<file path="config.mk">
export PLATFORM = sky130hd
export DESIGN_NAME = rtc_calendar_core
export DESIGN_NICKNAME = d
export VERILOG_FILES = /design/src/rtl/rtc_pkg.sv /design/src/rtl/rtc_tick_div.sv /design/src/rtl/rtc_advance.sv /design/src/rtl/rtc_snapshot.sv /design/src/rtl/rtc_calendar_core.sv
export SDC_FILE = /design/constraint.sdc
export NUM_CORES = 1
export LEC_CHECK = 0
export ABC_AREA = 1
export BUFFER_PORTS_ARGS = -buffer_cell sky130_fd_sc_hd__buf_4
export CAP_MARGIN = 20
export CORE_MARGIN = 2
export CORE_UTILIZATION = 48
export DETAILED_ROUTE_END_ITERATION = 8
export PLACE_DENSITY = 0.85
export SLEW_MARGIN = 20
export SYNTH_ARGS = -nofsm -noshare
export SYNTH_HDL_FRONTEND = slang
export SYNTH_SLANG_ARGS = --single-unit
</file>
<file path="constraint.sdc">
create_clock -name clk -period 1.9 [get_ports clk]
set_input_delay 0.38 -clock clk [delete_from_list [all_inputs] [get_ports clk]]
set_output_delay 0.38 -clock clk [all_outputs]
set_load 0.05 [all_outputs]
</file>
<file path="src/rtl/rtc_pkg.sv">
package rtc_pkg;

    localparam int TIME_W = 56;

    typedef struct packed {
        logic [7:0] year;
        logic [7:0] dow;
        logic [7:0] month;
        logic [7:0] date;
        logic [7:0] hour;
        logic [7:0] min;
        logic [7:0] sec;
    } rtc_time_t;

    localparam rtc_time_t RTC_RESET = '{
        year:  8'h00,
        dow:   8'h01,
        month: 8'h01,
        date:  8'h01,
        hour:  8'h00,
        min:   8'h00,
        sec:   8'h00
    };

    // One BCD step; digit carry from units into tens.
    function automatic logic [7:0] bcd_inc(input logic [7:0] v);
        if (v[3:0] == 4'd9)
            return {v[7:4] + 4'd1, 4'h0};
        else
            return v + 8'd1;
    endfunction

    // 10 is 2 mod 4, so tens*2 + units decides divisibility by 4.
    function automatic logic leap_year(input logic [7:0] y);
        logic [5:0] s;
        s = {1'b0, y[7:4], 1'b0} + {2'b00, y[3:0]};
        return (s & 6'h03) == 6'h00;
    endfunction

    function automatic logic [7:0] month_last(input logic [7:0] m, input logic [7:0] y);
        case (m)
            8'h02:                      return leap_year(y) ? 8'h29 : 8'h28;
            8'h04, 8'h06, 8'h09, 8'h11: return 8'h30;
            default:                    return 8'h31;
        endcase
    endfunction

    function automatic rtc_time_t mask_fields(input rtc_time_t t);
        rtc_time_t r;
        r = t;
        r.min[7]     = 1'b0;
        r.hour[6]    = 1'b0;
        r.date[7:6]  = 2'b00;
        r.month[7:5] = 3'b000;
        r.dow[7:3]   = 5'b00000;
        return r;
    endfunction

endpackage

</file>
<file path="src/rtl/rtc_tick_div.sv">
module rtc_tick_div #(
    parameter int TICKS_PER_SEC = 32768
) (
    input  logic clk,
    input  logic rst,
    input  logic restart,
    output logic tick
);
    localparam int CW = $clog2(TICKS_PER_SEC);
    localparam logic [CW-1:0] LAST = CW'(TICKS_PER_SEC - 1);

    logic [CW-1:0] cnt;

    always_ff @(posedge clk) begin
        if (rst || restart)
            cnt <= '0;
        else if (cnt == LAST)
            cnt <= '0;
        else
            cnt <= cnt + 1'b1;
    end

    assign tick = (cnt == LAST);

    // a load restarts the sub-second count
    assert_div_restart_R9: assert property (@(posedge clk) disable iff (rst)
        restart |=> (cnt == '0));

    // advances never come on back-to-back clocks
    assert_tick_gap_R9: assert property (@(posedge clk) disable iff (rst)
        tick |=> !tick);

endmodule

</file>
<file path="src/rtl/rtc_advance.sv">
module rtc_advance
    import rtc_pkg::*;
(
    input  rtc_time_t cur,
    output rtc_time_t nxt
);
    logic       sec_wrap, min_wrap, hour_step, day_step;
    logic       date_wrap, mon_step, mon_wrap, yr_step;
    logic [7:0] sec_inc, min_inc, hr_inc, date_inc, mon_inc, yr_inc, last_day;
    logic [4:0] h12;
    logic       pm;

    always_comb begin
        nxt = cur;

        // seconds, halt bit passes through
        sec_inc  = bcd_inc({1'b0, cur.sec[6:0]});
        sec_wrap = (cur.sec[6:0] == 7'h59);
        nxt.sec  = {cur.sec[7], 7'h00} | (sec_wrap ? 8'h00 : (sec_inc & 8'h7F));

        // minutes
        min_inc  = bcd_inc(cur.min);
        min_wrap = (cur.min == 8'h59);
        if (sec_wrap)
            nxt.min = min_wrap ? 8'h00 : min_inc;

        // hours, two encodings
        hour_step = sec_wrap & min_wrap;
        day_step  = 1'b0;
        h12       = cur.hour[4:0];
        pm        = cur.hour[5];
        hr_inc    = 8'h00;
        if (hour_step) begin
            if (cur.hour[7]) begin
                hr_inc = bcd_inc({3'b000, h12});
                if (h12 == 5'h11) begin
                    nxt.hour = {3'b101, 5'h12} ^ {2'b00, pm, 5'h00};
                    day_step = pm;
                end else if (h12 == 5'h12) begin
                    nxt.hour = 8'h81 | {2'b00, pm, 5'h00};
                end else begin
                    nxt.hour = 8'h80 | {2'b00, pm, 5'h00} | (hr_inc & 8'h1F);
                end
            end else begin
                hr_inc = bcd_inc({2'b00, cur.hour[5:0]});
                if (cur.hour[5:0] == 6'h23) begin
                    nxt.hour = 8'h00;
                    day_step = 1'b1;
                end else begin
                    nxt.hour = hr_inc & 8'h3F;
                end
            end
        end

        // date and day of week
        last_day  = month_last(cur.month, cur.year);
        date_inc  = bcd_inc(cur.date);
        date_wrap = (cur.date == last_day);
        if (day_step) begin
            nxt.dow  = (cur.dow == 8'h07) ? 8'h01 : cur.dow + 8'd1;
            nxt.date = date_wrap ? 8'h01 : date_inc;
        end

        // month and year
        mon_step = day_step & date_wrap;
        mon_wrap = (cur.month == 8'h12);
        mon_inc  = bcd_inc(cur.month);
        if (mon_step)
            nxt.month = mon_wrap ? 8'h01 : mon_inc;

        yr_step = mon_step & mon_wrap;
        yr_inc  = bcd_inc(cur.year);
        if (yr_step)
            nxt.year = (cur.year == 8'h99) ? 8'h00 : yr_inc;
    end

endmodule

</file>
<file path="src/rtl/rtc_snapshot.sv">
module rtc_snapshot
    import rtc_pkg::*;
(
    input  logic      clk,
    input  logic      rst,
    input  logic      cap,
    input  rtc_time_t live,
    output rtc_time_t held
);
    always_ff @(posedge clk) begin
        if (rst)
            held <= RTC_RESET;
        else if (cap)
            held <= live;
    end

    // the held set only moves on a capture
    assert_snap_hold_R10: assert property (@(posedge clk) disable iff (rst)
        !cap |=> $stable(held));

endmodule

</file>
<file path="src/rtl/rtc_calendar_core.sv">
module rtc_calendar_core
    import rtc_pkg::*;
#(
    parameter int TICKS_PER_SEC = 32768
) (
    input  logic              clk,
    input  logic              rst,
    input  logic              load_en,
    input  logic [TIME_W-1:0] load_time,
    input  logic              snap_cap,
    output logic [TIME_W-1:0] live_time,
    output logic [TIME_W-1:0] snap_time
);
    rtc_time_t now_t, next_t, held_t;
    logic      tick;
    logic      halted;

    rtc_tick_div #(.TICKS_PER_SEC(TICKS_PER_SEC)) u_div (
        .clk     (clk),
        .rst     (rst),
        .restart (load_en),
        .tick    (tick)
    );

    rtc_advance u_adv (
        .cur (now_t),
        .nxt (next_t)
    );

    assign halted = now_t.sec[7];

    always_ff @(posedge clk) begin
        if (rst)
            now_t <= RTC_RESET;
        else if (load_en)
            now_t <= mask_fields(rtc_time_t'(load_time));
        else if (tick && !halted)
            now_t <= next_t;
    end

    rtc_snapshot u_snap (
        .clk  (clk),
        .rst  (rst),
        .cap  (snap_cap),
        .live (now_t),
        .held (held_t)
    );

    assign live_time = now_t;
    assign snap_time = held_t;

    // nothing moves while halted unless loaded
    assert_halt_hold_R3: assert property (@(posedge clk) disable iff (rst)
        (!load_en && halted) |=> $stable(now_t));

    // seconds wrap to zero after 59
    assert_sec_wrap_R2: assert property (@(posedge clk) disable iff (rst)
        (tick && !load_en && !halted && now_t.sec[6:0] == 7'h59) |=> (now_t.sec[6:0] == 7'h00));

    // 11 -> 12 step in 12-hour mode inverts the PM flag
    assert_pm_flip_R5: assert property (@(posedge clk) disable iff (rst)
        (tick && !load_en && !halted && now_t.hour[7] && now_t.hour[4:0] == 5'h11 &&
         now_t.min == 8'h59 && now_t.sec[6:0] == 7'h59)
        |=> (now_t.hour[5] != $past(now_t.hour[5])));

    // unused bits are cleared by a load
    assert_load_mask_R11: assert property (@(posedge clk) disable iff (rst)
        load_en |=> (now_t.min[7] == 1'b0 && now_t.hour[6] == 1'b0 &&
                     now_t.date[7:6] == 2'b00 && now_t.month[7:5] == 3'b000 &&
                     now_t.dow[7:3] == 5'b00000));

endmodule

</file>
==> impl_metrics.env, run 1 <==
export IMPL_status="complete, but fails checks"
export IMPL_violations="negative setup slack"
export IMPL_sequentialPowerShare_pct=40.4
export IMPL_hold_violations=0
export IMPL_min_from="load_time[40]"
export IMPL_clock_path_buffers=2
export IMPL_met3WireLength_um=1340
export IMPL_synthCells=878
export IMPL_setup_worst_path_start="u_div.cnt[0]"
export IMPL_cap_violations=0
export IMPL_intPower_mw=4.98
export IMPL_cts_tree="yes"
export IMPL_drtIter0Drc=535
export IMPL_syn_avg_cell_area_um2=7.14
export IMPL_timing_final_ws_setup_ns=-0.0606
export IMPL_wl_met2_um=9400
export IMPL_vias=6927
export IMPL_max_freq_ghz=0.510
export IMPL_yosys_area_share_simple_pct=28.1
export IMPL_skew_ns=0.00611
export IMPL_dieArea_um2=14000
export IMPL_antenna_found_initial=0
export IMPL_antenna_cells=0
export IMPL_grt_max_degree=42
export IMPL_combPwrFrac_pct=19.3
export IMPL_ant_nets=0
export IMPL_slew_headroom_pct=49.6
export IMPL_worst_pin_slew_ns=0.756
export IMPL_crit_type="flip-flop to flip-flop"
export IMPL_top_layer_used="met4"
export IMPL_min_period_ns=1.96
export IMPL_setup_viol=4
export IMPL_worst_path_buf_inv=1
export IMPL_synth_compound_area_share_pct=17.3
export IMPL_placed_cell_area_um2=8150
export IMPL_synth_xor_area_share_pct=2.80
export IMPL_worstReg2RegStart="u_div.cnt[0]"
export IMPL_fin_crit_sh_pct=103
export IMPL_post_route_drc_count=0
export IMPL_initial_core_util_pct=49.5
export IMPL_fill_cells=983
export IMPL_leakagePower_nw=4.07
export IMPL_syn2layout_area_growth_pct=42.8
export IMPL_grt_pass1_wl_um=30400
export IMPL_portBuffers=157
export IMPL_worstHoldPathType="input pin to flip-flop"
export IMPL_switching_power_mw=2.10
export IMPL_final_cell_area_um2=8940
export IMPL_grtUsageTotal_pct=26.6
export IMPL_power_density_nw_per_um2=792
export IMPL_wl_met1_um=8430
export IMPL_final_cells=1279
export IMPL_gp_congestion=0.920
export IMPL_rsz0062_at_grt="true"
export IMPL_drv_slew=0
export IMPL_cpPeakStageDelay_ns=0.35
export IMPL_endpoint_kind="flip-flop"
export IMPL_worstSkewPairLatency_ns=0.42
export IMPL_num_rows=41
export IMPL_post_drt_wl_per_cell_um=15.4
export IMPL_cts_sinks=125
export IMPL_path_max_fanout=6
export IMPL_cts_root_buf="clkbuf_16"
export IMPL_wirelength_um=19600
export IMPL_pin_count=172
export IMPL_core_area_um2=12700
export IMPL_place_inst=1241
export IMPL_ys_seq_elements=125
export IMPL_layout_common_cells="buf_4 (224), nand2_1 (153), dfxtp_1 (93)"
export IMPL_cts_max_level=4
export IMPL_critical_path_top_delay_family="simple AND/OR/NAND/NOR gates"
export IMPL_ys_warn_count=0
export IMPL_place_hpwl_um=13700
export IMPL_synth_top_family_by_area="simple AND/OR/NAND/NOR gates"
export IMPL_required_ns=2.21
export IMPL_clkTransAtPathRegs_ns=0.05
export IMPL_cts_buffers=17
export IMPL_synth_fa_ha_area_share_pct=4.19
export IMPL_cpMaxStageDelayCell="dfxtp_2"
export IMPL_crit_path_cell_trace="ha_4, nand2_4, nor2_4, nand4_2, nor2_4, nand2_4, nor2_8, nand3_4, buf_6, nor2_4, nand2_2, nand3_2, nor2_2"
export IMPL_final_common_cell="buf_4"
export IMPL_swShare_pct=29.7
export IMPL_globalRouteOverflowTotal=0
export IMPL_pwr_share_clk_pct=40.3
export IMPL_ys_seq_area_share_pct=39.9
export IMPL_die_width_um=118
export IMPL_synth_area_mux_share_pct=0
export IMPL_ys_types=41
export IMPL_mappedNetlistArea_um2=6270
export IMPL_nets=1178
export IMPL_viasPerCell=5.42
export IMPL_grt_pass1_vias=6341
export IMPL_drtPass1Iterations=5
export IMPL_peakVddDrop_v=0.000555
export IMPL_cp_arrival_ns=2.27
export IMPL_die_h_um=118
export IMPL_critPathMostFrequentCell="nor2_4"
export IMPL_cts_hold_buf=0
export IMPL_drive_above_1_share_pct=33.3
export IMPL_crit_path_start_kind="flip-flop"
==> cell families (layout without fill, tap and decap cells) <==
family,Yosys count,after routing
XOR/XNOR,20,20
AND/OR/NAND/NOR,388,392
flip-flops,125,125
buffers and inverters,122,346
AO/OA/AOI/OAI,201,201
other,1,2
adder cells (fa/ha/maj),21,21
==> metal layers <==
| layer | up-vias | track usage, % |
|---|---|---|
| li1 | 3364 | - |
| met1 | 3246 | 34.5 |
| met2 | 275 | 42.8 |
| met3 | 42 | 6.85 |
| met4 | 0 | 9.19 |
| met5 | - | 0 |
==> cells in the mapped netlist, drive strengths merged <==
library cell  instances  area, um^2
nand2               168         656
o21bai                1        7.51
o221ai                4        35.0
a22oi                 9        67.6
o211ai                5        37.5
o22ai                 1        6.26
o21ai                88         440
xor2                 14         123
inv                  87         327
xnor2                 6        52.6
nand3b                5        37.5
buf                   7        50.0
o31ai                 1        7.51
a21oi                82         414
nor3b                 7        52.6
clkbuf               28         105
nand3                58         313
nor2                113         478
o41ai                 1        8.76
conb                  1        3.75
dfxtp               125        2500
nor4                  3        18.8
nor3                 12        60.1
nand4                14        93.8
or2                   8        50.1
ha                   21         263
a31oi                 9        56.3
==> sequential cells by signal, indices dropped and copies added (netlist names) <==
register / cells
u_div.cnt: 15
u_snap.held: 55
live_time: 55
==> worst register-to-register path: stages (launching register included) <==
cell     delay [ns]
dfxtp_2        0.35
ha_4           0.16
nand2_4        0.07
nor2_4         0.10
nand4_2        0.10
nor2_4         0.19
nand2_4        0.09
nor2_8         0.13
nand3_4        0.19
buf_6          0.19
nor2_4         0.11
nand2_2        0.08
nand3_2        0.06
nor2_2         0.04
==> metrics by stage <==
stage	util [%]	setup slack, ns	hold slack [ns]	TNS [ns]	power, mW
after floorplan	-	-0.0298	0.418	-0.181	3.74
after global placement	64.3	0.00918	0.443	0	4.20
after detailed placement	64.3	-0.0607	0.447	-0.512	4.23
after CTS	68.8	-0.0204	0.180	-0.0604	7.06
after global routing	70.6	-0.203	0.194	-2.07	7.34
final	70.6	-0.0606	0.183	-0.119	7.08
==> final timing paths <==
| kind | slack, ns | endpoint | cells after the start |
|---|---|---|---|
| worst min register to register | 0.46 | u_snap.held[40] | 2 |
| worst max-delay path | -0.06 | live_time[38] | 13 |
| worst max register to register | -0.06 | live_time[38] | 13 |
| worst min-delay path | 0.18 | live_time[40] | 3 |
==> power by group through the flow <==
stage | Clock [mW] | Sequential (mW) | Combinational (mW)
2_1_floorplan | 0 | 3.33 | 0.414
3_3_place_gp | 0 | 2.90 | 1.30
3_5_place_dp | 0 | 2.90 | 1.32
4_1_cts | 2.88 | 2.85 | 1.33
5_1_grt | 3.01 | 2.87 | 1.46
6_report | 2.86 | 2.86 | 1.37
==> repair_timing <==
action	4_1_cts	5_1_grt
setup buffers	0	5
endpoints found under the setup margin	41	46
pin swaps	5	21
cloned	0	4
hold endpoints to repair	0	0
resized for setup	14	51
==> final cells by class <==
| cell class | instances | area [um^2] | share of cell area (%) |
|---|---|---|---|
| sequential | 125 | 2560 | 28.6 |
| clock buffer | 27 | 503 | 5.62 |
| inverter | 87 | 332 | 3.71 |
| timing repair buffer | 230 | 1780 | 19.9 |
| multi-input combinational | 636 | 3540 | 39.6 |
| tap | 172 | 215 | 2.41 |
| clock inverter | 2 | 10.0 | 0.112 |
No activity file was read; power rests on OpenSTA's default activity.
==> run 2: changes to the inputs <==
BUFFER_PORTS_ARGS = -buffer_cell sky130_fd_sc_hd__buf_2   (was -buffer_cell sky130_fd_sc_hd__buf_4)
CORE_MARGIN = default   (was 2)
CTS_BUF_LIST = sky130_fd_sc_hd__clkbuf_16   (was default)
==> impl_metrics.env, run 2 (same netlist as run 1, synthesis figures left out) <==
export IMPL_status="complete, but fails checks"
export IMPL_violations="negative setup slack"
export IMPL_endpoint_kind="flip-flop"
export IMPL_cts_sinks=125
export IMPL_crit_type="flip-flop to flip-flop"
export IMPL_clock_path_buffers=2
export IMPL_dp_slack_ns=-0.0716
export IMPL_syn2layout_area_growth_pct=36.1
export IMPL_sequentialPowerShare_pct=41.8
export IMPL_initial_core_util_pct=49.5
export IMPL_vias=6883
export IMPL_cts_max_level=4
export IMPL_num_rows=41
export IMPL_timing_rr_end="live_time[39]"
export IMPL_worstHoldPathType="input pin to flip-flop"
export IMPL_final_cells=1280
export IMPL_cts_root_buf="clkbuf_16"
export IMPL_holdPathStages=3
export IMPL_ff2ff_path_depth=13
export IMPL_grt_max_degree=56
export IMPL_die_h_um=116
export IMPL_drive_above_1_share_pct=33.5
export IMPL_cpMaxStageDelayCell="dfxtp_2"
export IMPL_drtIter0Drc=433
export IMPL_dieArea_um2=13500
export IMPL_wirelength_um=19000
export IMPL_cp_arrival_ns=2.26
export IMPL_max_freq_ghz=0.514
export IMPL_min_from="load_time[40]"
export IMPL_antenna_cells=0
export IMPL_cap_violations=0
export IMPL_r2r_setup_slack_ns=-0.05
export IMPL_nets=1177
export IMPL_viasPerCell=5.38
export IMPL_fin_crit_sh_pct=102
export IMPL_antenna_found_initial=0
export IMPL_drtPass1Iterations=5
export IMPL_worstReg2RegStart="u_div.cnt[1]"
export IMPL_pin_count=172
export IMPL_place_hpwl_um=13300
export IMPL_timing_final_ws_setup_ns=-0.0463
export IMPL_cpPeakStageDelay_ns=0.35
export IMPL_cts_tree="yes"
export IMPL_grt_pass1_wl_um=29000
export IMPL_peakVddDrop_v=0.000540
export IMPL_intPower_mw=4.70
export IMPL_ant_nets=0
export IMPL_worst_path_buf_inv=2
export IMPL_drv_slew=0
export IMPL_clkTransAtPathRegs_ns=0.05
export IMPL_portBuffers=157
export IMPL_post_drt_wl_per_cell_um=14.8
export IMPL_final_common_cell="buf_2"
export IMPL_switching_power_mw=2.12
export IMPL_hold_end="live_time[40]"
export IMPL_crit_path_start_kind="flip-flop"
export IMPL_path_max_fanout=6
export IMPL_grt_pass1_vias=6040
export IMPL_hold_violations=0
export IMPL_grtUsageTotal_pct=27.5
export IMPL_cts_buffers=17
export IMPL_die_width_um=116
export IMPL_swShare_pct=31.1
export IMPL_setup_viol=2
export IMPL_pwr_share_clk_pct=39.8
export IMPL_final_cell_area_um2=8530
export IMPL_worstSkewPairLatency_ns=0.42
export IMPL_min_period_ns=1.95
export IMPL_required_ns=2.21
export IMPL_placed_cell_area_um2=7710
export IMPL_place_inst=1238
export IMPL_post_route_drc_count=0
export IMPL_leakagePower_nw=3.99
export IMPL_combPwrFrac_pct=18.4
export IMPL_core_area_um2=12700
export IMPL_power_density_nw_per_um2=801
export IMPL_power_mw=6.83
export IMPL_finalSetupTns_ns=-0.0561
export IMPL_gp_congestion=0.928
export IMPL_rsz0062_at_grt="true"
export IMPL_layout_common_cells="buf_2 (157), nand2_1 (152), nor2_1 (94)"
export IMPL_globalRouteOverflowTotal=0
export IMPL_cts_hold_buf=0
export IMPL_crit_path_cell_trace="ha_4, nand2_4, nor2_4, nand4_4, nor2_4, nand2_4, nor2_8, nand3_4, buf_6, inv_4, nand2_2, nand2_1, a21oi_1"
export IMPL_critical_path_top_delay_family="simple AND/OR/NAND/NOR gates"
export IMPL_skew_ns=0.00666
==> run 2: area by class of cell <==
class	instances	area (um^2)
Sequential cell	125	2560
Timing Repair Buffer	230	1350
Inverter	87	334
Clock buffer	17	425
Clock inverter	14	65.1
Multi-Input combinational cell	635	3570
Fill cell	1065	4140
Tap cell	172	215
==> run 2: worst reg2reg max path, cell delays in order, from the launching register on <==
cell and delay [ns]:
dfxtp_2 0.35, ha_4 0.15, nand2_4 0.07, nor2_4 0.12, nand4_4 0.09, nor2_4 0.19
nand2_4 0.09, nor2_8 0.15, nand3_4 0.19, buf_6 0.20, inv_4 0.05, nand2_2 0.05
nand2_1 0.07, a21oi_1 0.06
==> run 2: routing by layer <==
| metal | up-vias | share of wire [%] | track usage, % |
|---|---|---|---|
| met5 | - | 0 | 0 |
| met4 | 0 | 2.3 | 8.89 |
| met3 | 49 | 7.6 | 7.21 |
| met2 | 285 | 47 | 44.2 |
| met1 | 3189 | 43 | 36.0 |
| li1 | 3360 | - | - |
==> run 2: power by group through the flow <==
stage | sequential (mW) | clock, mW | combinational (mW)
5_1_grt | 2.87 | 2.85 | 1.35
3_3_place_gp | 2.90 | 0 | 1.20
6_report | 2.86 | 2.72 | 1.25
3_5_place_dp | 2.90 | 0 | 1.21
4_1_cts | 2.85 | 2.73 | 1.22
2_1_floorplan | 3.33 | 0 | 0.414
==> run 2: metrics by stage <==
| stage | hold WS (ns) | util, % |
|---|---|---|
| finish | 0.185 | 67.3 |
| global route | 0.211 | 67.3 |
| CTS | 0.174 | 65.0 |
| detailed placement | 0.451 | 60.8 |
| global placement | 0.448 | 60.8 |
| floorplan | 0.418 | - |
==> run 2: how the worst max path moves through the flow <==
stage | start | endpoint | slack [ns] | cells after the start
3_3_place_gp | u_div.cnt[0] | live_time[45] | 0.01 | 8
4_1_cts | live_time[16] | live_time[46] | -0.05 | 10
6_report | u_div.cnt[1] | live_time[39] | -0.05 | 13
5_1_grt | u_div.cnt[1] | live_time[39] | -0.12 | 13
2_1_floorplan | live_time[8] | live_time[51] | -0.03 | 15
3_5_place_dp | u_div.cnt[0] | live_time[12] | -0.07 | 9
==> run 2: timing repair <==
| action | 4_1_cts | 5_1_grt |
|---|---|---|
| gates cloned | 0 | 3 |
| pin swaps | 3 | 18 |
| gates resized for setup | 10 | 66 |
| buffers inserted | 0 | 8 |
| endpoints found under the setup margin | 35 | 59 |
